**config.mk**
```make
export PLATFORM = sky130hd
export DESIGN_NAME = even_clkdiv
export DESIGN_NICKNAME = d
export VERILOG_FILES = /design/src/rtl/ckdiv_pkg.sv /design/src/rtl/ckdiv_regs.sv /design/src/rtl/ckdiv_fsm.sv /design/src/rtl/even_clkdiv.sv
export SDC_FILE = /design/constraint.sdc
export NUM_CORES = 1
export LEC_CHECK = 0
export BUFFER_PORTS_ARGS = -buffer_cell sky130_fd_sc_hd__buf_4
export CORE_MARGIN = 10
export CORE_UTILIZATION = 44
export CTS_CLUSTER_SIZE = 24
export DETAILED_ROUTE_END_ITERATION = 16
export PLACE_DENSITY_LB_ADDON = 0.25
export SYNTH_ARGS = -nofsm -noshare
export SYNTH_HDL_FRONTEND = slang
export SYNTH_HIERARCHICAL = 1
export SYNTH_SLANG_ARGS = --single-unit
```
**constraint.sdc**
```tcl
create_clock -name clk -period 3.83 [get_ports clk]
set_clock_uncertainty 0.15 [all_clocks]
set_input_delay 0.766 -clock clk [delete_from_list [all_inputs] [get_ports clk]]
set_output_delay 0.766 -clock clk [all_outputs]
set_load 0.01 [all_outputs]
```
**src/rtl/ckdiv_pkg.sv**
```systemverilog
package ckdiv_pkg;

    typedef enum logic [1:0] {
        ST_PARK = 2'd0,
        ST_LOW  = 2'd1,
        ST_HIGH = 2'd2
    } div_state_e;

endpackage

```
**src/rtl/ckdiv_regs.sv**
```systemverilog
module ckdiv_regs #(
    parameter int                  ADDR_W    = 8,
    parameter int                  DATA_W    = 32,
    parameter logic [ADDR_W-1:0]   REG_ADDR  = 8'h60,
    parameter int                  EN_BIT    = 15,
    parameter int                  CODE_W    = 5,
    parameter int                  MAX_CODE  = 7,
    parameter int                  RATIO_W   = 3,
    parameter int                  RST_RATIO = 3
) (
    input  logic               clk,
    input  logic               rst_n,
    input  logic [ADDR_W-1:0]  bus_addr,
    input  logic               bus_we,
    input  logic [DATA_W-1:0]  bus_wdata,
    output logic [DATA_W-1:0]  bus_rdata,
    output logic               ctl_en,
    output logic [RATIO_W-1:0] ctl_ratio
);

    localparam logic [CODE_W-1:0] MAX_CODE_V = CODE_W'(MAX_CODE);

    logic              hit;
    logic              code_ok;
    logic [DATA_W-1:0] rd_word;
    logic              unused_wbits;

    assign hit          = (bus_addr == REG_ADDR);
    assign code_ok      = (bus_wdata[CODE_W-1:0] <= MAX_CODE_V);
    assign unused_wbits = ^{bus_wdata[DATA_W-1:EN_BIT+1], bus_wdata[EN_BIT-1:CODE_W]};

    // control fields
    always_ff @(posedge clk) begin
        if (!rst_n) begin
            ctl_en    <= 1'b1;
            ctl_ratio <= RATIO_W'(RST_RATIO);
        end else if (hit && bus_we) begin
            ctl_en <= bus_wdata[EN_BIT];
            if (code_ok) begin
                ctl_ratio <= bus_wdata[RATIO_W-1:0];
            end
        end
    end

    // read word: only defined fields are non-zero
    always_comb begin
        rd_word                = '0;
        rd_word[EN_BIT]        = ctl_en;
        rd_word[RATIO_W-1:0]   = ctl_ratio;
    end

    always_ff @(posedge clk) begin
        if (!rst_n) begin
            bus_rdata <= '0;
        end else begin
            bus_rdata <= hit ? rd_word : '0;
        end
    end

endmodule

```
**src/rtl/ckdiv_fsm.sv**
```systemverilog
module ckdiv_fsm
    import ckdiv_pkg::*;
#(
    parameter int RATIO_W   = 3,
    parameter int RST_RATIO = 3
) (
    input  logic               clk,
    input  logic               rst_n,
    input  logic               run_en,
    input  logic [RATIO_W-1:0] ratio_sel,
    output logic               div_clk
);

    div_state_e         state_q, state_n;
    logic [RATIO_W-1:0] cnt_q, cnt_n;
    logic [RATIO_W-1:0] act_q, act_n;
    logic               half_done;

    assign half_done = (cnt_q == act_q);

    // next-state and counter logic
    always_comb begin
        state_n = state_q;
        cnt_n   = cnt_q;
        act_n   = act_q;
        unique case (state_q)
            ST_PARK: begin
                if (run_en) begin                 // T_START
                    state_n = ST_LOW;
                    cnt_n   = '0;
                    act_n   = ratio_sel;
                end
            end
            ST_LOW: begin
                if (!run_en) begin                // T_STOP_LOW
                    state_n = ST_PARK;
                    cnt_n   = '0;
                end else if (half_done) begin     // T_RISE
                    state_n = ST_HIGH;
                    cnt_n   = '0;
                    act_n   = ratio_sel;
                end else begin
                    cnt_n = cnt_q + 1'b1;
                end
            end
            ST_HIGH: begin
                if (half_done) begin
                    cnt_n   = '0;
                    state_n = run_en ? ST_LOW : ST_PARK; // T_FALL / T_STOP_HIGH
                end else begin
                    cnt_n = cnt_q + 1'b1;
                end
            end
            default: begin
                state_n = ST_PARK;
                cnt_n   = '0;
            end
        endcase
    end

    // state register
    always_ff @(posedge clk) begin
        if (!rst_n) begin
            state_q <= ST_LOW;
            cnt_q   <= '0;
            act_q   <= RATIO_W'(RST_RATIO);
        end else begin
            state_q <= state_n;
            cnt_q   <= cnt_n;
            act_q   <= act_n;
        end
    end

    // output register
    always_ff @(posedge clk) begin
        if (!rst_n) begin
            div_clk <= 1'b0;
        end else begin
            div_clk <= (state_n == ST_HIGH);
        end
    end

endmodule

```
**src/rtl/even_clkdiv.sv**
```systemverilog
module even_clkdiv #(
    parameter int                ADDR_W   = 8,
    parameter int                DATA_W   = 32,
    parameter logic [ADDR_W-1:0] REG_ADDR = 8'h60,
    parameter int                EN_BIT   = 15,
    parameter int                CODE_W   = 5,
    parameter int                MAX_CODE = 7,
    parameter int                RST_CODE = 3
) (
    input  logic              clk,
    input  logic              rst_n,
    input  logic [ADDR_W-1:0] bus_addr,
    input  logic              bus_we,
    input  logic [DATA_W-1:0] bus_wdata,
    output logic [DATA_W-1:0] bus_rdata,
    output logic              div_clk
);

    localparam int RATIO_W = $clog2(MAX_CODE + 1);

    logic               ctl_en;
    logic [RATIO_W-1:0] ctl_ratio;

    ckdiv_regs #(
        .ADDR_W    (ADDR_W),
        .DATA_W    (DATA_W),
        .REG_ADDR  (REG_ADDR),
        .EN_BIT    (EN_BIT),
        .CODE_W    (CODE_W),
        .MAX_CODE  (MAX_CODE),
        .RATIO_W   (RATIO_W),
        .RST_RATIO (RST_CODE)
    ) i_regs (
        .clk       (clk),
        .rst_n     (rst_n),
        .bus_addr  (bus_addr),
        .bus_we    (bus_we),
        .bus_wdata (bus_wdata),
        .bus_rdata (bus_rdata),
        .ctl_en    (ctl_en),
        .ctl_ratio (ctl_ratio)
    );

    ckdiv_fsm #(
        .RATIO_W   (RATIO_W),
        .RST_RATIO (RST_CODE)
    ) i_fsm (
        .clk       (clk),
        .rst_n     (rst_n),
        .run_en    (ctl_en),
        .ratio_sel (ctl_ratio),
        .div_clk   (div_clk)
    );

endmodule

```
After elaboration in Yosys (flattened, before gate mapping)
Cells that the tools add are included.

storage, ports and cells
  input port bits = 43
  bits in registers = 45
  word-level logic and storage cells = 38

operators by class
  multiplexer cells = 14
  $add $sub $neg = 1
  order comparisons = 1
  reductions and logical operators = 6
  eq/ne operators = 8

operators by type and width
  cell                                                                      number
  3-bit 2-to-1 mux                                                          6
  3-bit one-hot mux with 3 select lines                                     1
  8-bit by 7-bit == test with 1-bit output (second input constant)          1
  2-bit 2-to-1 mux                                                          4
  2-bit one-hot mux with 3 select lines                                     1
  3-bit one-hot mux with 2 select lines                                     1
  5-bit by 3-bit <= comparator with 1-bit output (second input constant)    1
  2-bit == test (second input constant)                                     2
  2-bit inequality test (second input constant)                             2
  2-bit AND reduction                                                       2
  4-bit AND reduction                                                       1
  3-bit by 1-bit adder with 3-bit output (second input constant)            1
  3-bit == test                                                             1
  2-bit by 1-bit == test with 1-bit output (second input constant)          1
  2-bit zero test                                                           1
  2-bit by 1-bit inequality test with 1-bit output (second input constant)  1
  2-bit nonzero test                                                        1
  1-bit logical AND                                                         1
  1-bit 2-to-1 mux                                                          1

Depth between registers and ports, before layout
  depth in word-level cells = 5
  depth in mapped cells = 6
  mapped depth without buffers = 6

Modules after synthesis
The synthesis kept the hierarchy.

modules (own cells, without submodules)
  module      instances  sequential area each (µm²)  area each (µm²)  cells each
  ckdiv_fsm   1          180.2                       568.0            67
  ckdiv_regs  1          160.2                       545.5            59

Least setup slack after synthesis
Ideal clock, no wire load.

  kind = input port to flip-flop
  from = input bus_addr[7]
  to = register i_regs.ctl_en
  stages = 3
  library setup time = 122 ps
  slack = 2,082 ps
  path buffers = 0
  arrival time = 1,476 ps
  cells stage by stage = nor4b_4 -> a31oi_1 -> a311o_1

between the ends
  cells in the longest elaborated chain, start to end = 2

RTL lines
  item                                      RTL line           source
  start: declaration                        even_clkdiv.sv:12  input logic [ADDR_W-1:0] bus_addr,
  8-bit by 7-bit == test with 1-bit output  ckdiv_regs.sv:28   assign hit = (bus_addr == REG_ADDR);
  1-bit logical AND                         ckdiv_regs.sv:37   end else if (hit && bus_we) begin
  end signal: assignment                    ckdiv_regs.sv:38   ctl_en <= bus_wdata[EN_BIT];
  end: declaration                          ckdiv_regs.sv:17   output logic ctl_en,

Every way passes these cells.
A chain may end at the register's enable or synchronous reset.

Worst setup path in the final report
  from = register i_fsm.state_q[0]
  to = register i_fsm.div_clk

between the ends
  cells in the longest elaborated chain, start to end = 4
  elaborated cells between the ends (all ways) = 9

RTL lines
  item                                       RTL line         source
  start: declaration                         ckdiv_fsm.sv:14  div_state_e state_q, state_n;
  start signal: assignment                   ckdiv_fsm.sv:68  state_q <= state_n;
  2-bit 2-to-1 mux                           ckdiv_fsm.sv:38  end else if (half_done) begin
  2-bit 2-to-1 mux                           ckdiv_fsm.sv:35  if (!run_en) begin
  2-bit one-hot mux with 3 select lines (*)  ckdiv_fsm.sv:26  unique case (state_q)
  2-bit == test (*)                          ckdiv_fsm.sv:79  div_clk <= (state_n == ST_HIGH);
  end signal: assignment                     ckdiv_fsm.sv:79
  end: declaration                           ckdiv_fsm.sv:11  output logic div_clk

Mark *: on every way between the ends. The rest lies on a longest branch, timed or not.

==> out/metrics.cfg <==
[worst_setup_path]
crit_chain=inv_1 -> ha_1 -> and2b_1 -> o21ai_0 -> a311oi_2 -> and2_1
required_ns=3.86
arrival_ns=1.78
path_buf_inv=1
crit_family=flip-flops
cp-end-kind=flop
cpMaxStageDelayCell=dfxtp_1
critPathLaunchType=flop
crit_type=flop to flop
critPathMaxFanout=7
slowest_delay_ns=0.43

[clock_network]
cts_tree=yes
clkTransAtPathRegs_ns=0.09
numCtsBuffers=3
hold_buffers=0
cts_root_buf=clkbuf_4
cts_resized=0
numClockSinks=17
post_cts_buffers=0
insertion_delay_ns=0.28
htreeDepth=1
ctsLongestPathBuffers=2

[layout]
multi_input_area_sq_um=633
fill_cells=244
antenna_cells=0
design_area_sq_um=1220
layout_commonest_cell=conb_1
fin_nets=198
final_core_util_pct=49.7
mostFrequentLayoutCells=conb_1 (28), buf_4 (21), dfxtp_1 (17)
drive_gt1_share_pct=19.5
area_delta_synth_final_pct=9.66
ff_latch_area_sq_um=340

[global_routing]
grt_pass1_vias=886
use_met2_pct=14.9
grt_first_pass_wirelength_microns=3740
grt_use_met1_pct=9.23
antenna_found_initial=0
use_met3_pct=3.39
overflow=0
grt_max_degree=13
top_usage_layer=met2
grt_usage_pct=8.74

[power_and_ir_drop]
p_per_area_nw_per_um2=490
p_int_w=0.000363
ir_drop_mv=0.259
power.leakage_nw=0.620
p_switching_w=0.000235
clkPwrFrac_pct=15.2
power_frac_seq_pct=39.9
comb_power_share_pct=44.9
p_sw_share_pct=39.3

[synthesis]
yosys-top-cells-area=dfxtp_1 (31%), buf_4 (19%), ha_1 (5.6%), nor4b_4 (4.3%), mux2i_1 (2.7%)
yosysWarnings=6
synth-main-ff-cell=dfxtp_1
ys_ff_latch=17
synth_cell_types=32
synth_edf_count=0
synth_area_leader_cell=dfxtp_1
syn-cell-area_sq_um=1110
yosysTopAreaCellShare_pct=30.6
async_flop_share_pct=0
syn_inst=126
seq_area_frac_synth_pct=30.6
syn_area_per_cell_sq_um=8.84

[sta]
max_freq_mhz=572
tns_ns=0
rsz0062_at_grt=false
finalMaxSlewViolations=0
period_minus_slack_ns=1.75
fin_crit_sh_pct=45.6
hold_viol=0
setup_viol=0

[run_status]
status=completed

[flow_run]
maxCapViolCount=0

[floorplan]
initial_core_util_pct=45.4
num_io_pins=76
die-width_microns=70.3
fp-row-count=18
fp.dieH_microns=70.3
die-area_sq_um=4940
core_area_sq_um=2450

[placed_design]
dp_hpwl_microns=1820
gp_congestion=0.845
placed_area_sq_um=1190
io_buffers=21

[detailed_routing]
num_vias=830
detail_route.wl_per_cell_microns=11.8
vias_per_cell=4.64
drtPass1Iterations=4
ant_nets=0
wirelength_microns=2120
drc=0
drtIter0Drc=42

[hold_path]
worstHoldPathType=flop to flop

-- worst paths after layout --
kind	from	end	slack [ns]	depth (start not counted)
worst max-delay path	i_fsm/state_q[0]$_SDFF_PN1_	i_fsm/div_clk$_SDFF_PN0_	2.08	6
worst min-delay path	i_regs/ctl_ratio[2]$_SDFFE_PN0P_	i_regs/bus_rdata[2]$_SDFF_PN0_	0.32	2
worst max register to register	i_fsm/state_q[0]$_SDFF_PN1_	i_fsm/div_clk$_SDFF_PN0_	2.08	6
worst min register to register	i_regs/ctl_ratio[2]$_SDFFE_PN0P_	i_regs/bus_rdata[2]$_SDFF_PN0_	0.32	2
-- layer usage --
layer | wire, microns | vias to the layer above | share of wire [%]
li1 | - | 422 | -
met1 | 862 | 375 | 41
met2 | 1070 | 31 | 51
met3 | 164 | 2 | 7.7
met4 | 17 | 0 | 0.80
met5 | 0 | - | 0
-- metrics by stage --
step	hold slack (ns)	setup WS, ns	total power (W)	cells
final	0.324	2.08	0.000598	179
after global routing	0.368	1.93	0.000658	179
after CTS	0.327	2.07	0.000604	179
after detailed placement	0.311	1.90	0.000511	175
after global placement	0.311	1.90	0.000503	175
after floorplan	0.288	2.08	0.000470	153
-- power groups by stage --
stage | logic, W | clock network, W | registers (W)
after floorplan | 0.000234 | 0 | 0.000236
after global placement | 0.000262 | 0 | 0.000241
after detailed placement | 0.000268 | 0 | 0.000243
after CTS | 0.000269 | 0.0000957 | 0.000239
after global routing | 0.000309 | 0.000105 | 0.000245
final | 0.000269 | 0.0000910 | 0.000239
-- synthesized netlist by cell type, types with 2 or more instances --
| cell type | instances |
|---|---|
| a311oi_2 | 2 |
| nand2_1 | 8 |
| nor2b_1 | 3 |
| nor4b_4 | 2 |
| and2_1 | 3 |
| nor2_1 | 7 |
| ha_1 | 5 |
| a21oi_1 | 5 |
| xor2_1 | 3 |
| dfxtp_1 | 17 |
| nand3_1 | 6 |
| inv_1 | 7 |
| mux2i_1 | 3 |
| o21ai_0 | 4 |
| o21ai_1 | 3 |
| buf_4 | 28 |
| xnor2_1 | 3 |
| and3_1 | 3 |
-- state kept, by name, indices dropped and copies added (netlist names) --
signal and cells:
i_regs/ctl_ratio 3, i_fsm/act_q 3, i_regs/ctl_en 1, i_regs/bus_rdata 4, i_fsm/div_clk 1, i_fsm/state_q 2, i_fsm/cnt_q 3
-- cell families after synthesis --
group                      share of synthesized area (%)
muxes                                               2.70
other                                              0.337
AOI/OAI and AO/OA                                   13.6
adders and majority gates                           5.62
xor gates and xnor gates                            4.72
and+or+nand+nor                                     20.8
DFF                                                 30.6
buffers and inverters                               21.7
-- worst register-to-register path, delay by kind of cell, from the launching register on --
family / cells / cell delay (ns)
flops: 1 / 0.43
buf+inv: 1 / 0.09
compound gates: 2 / 0.37
fa+ha+maj: 1 / 0.23
simple gates: 2 / 0.39
-- final cells by class --
type                    count  share of cell area (%)
multi-input cells         100                    51.8
flip-flops and latches     17                    27.9
inverters                   7                    2.15
well taps                  30                    3.07
clock buffers               4                    2.15
repair buffers             21                    12.9
Note: power is estimated with default switching activity, not from simulation.
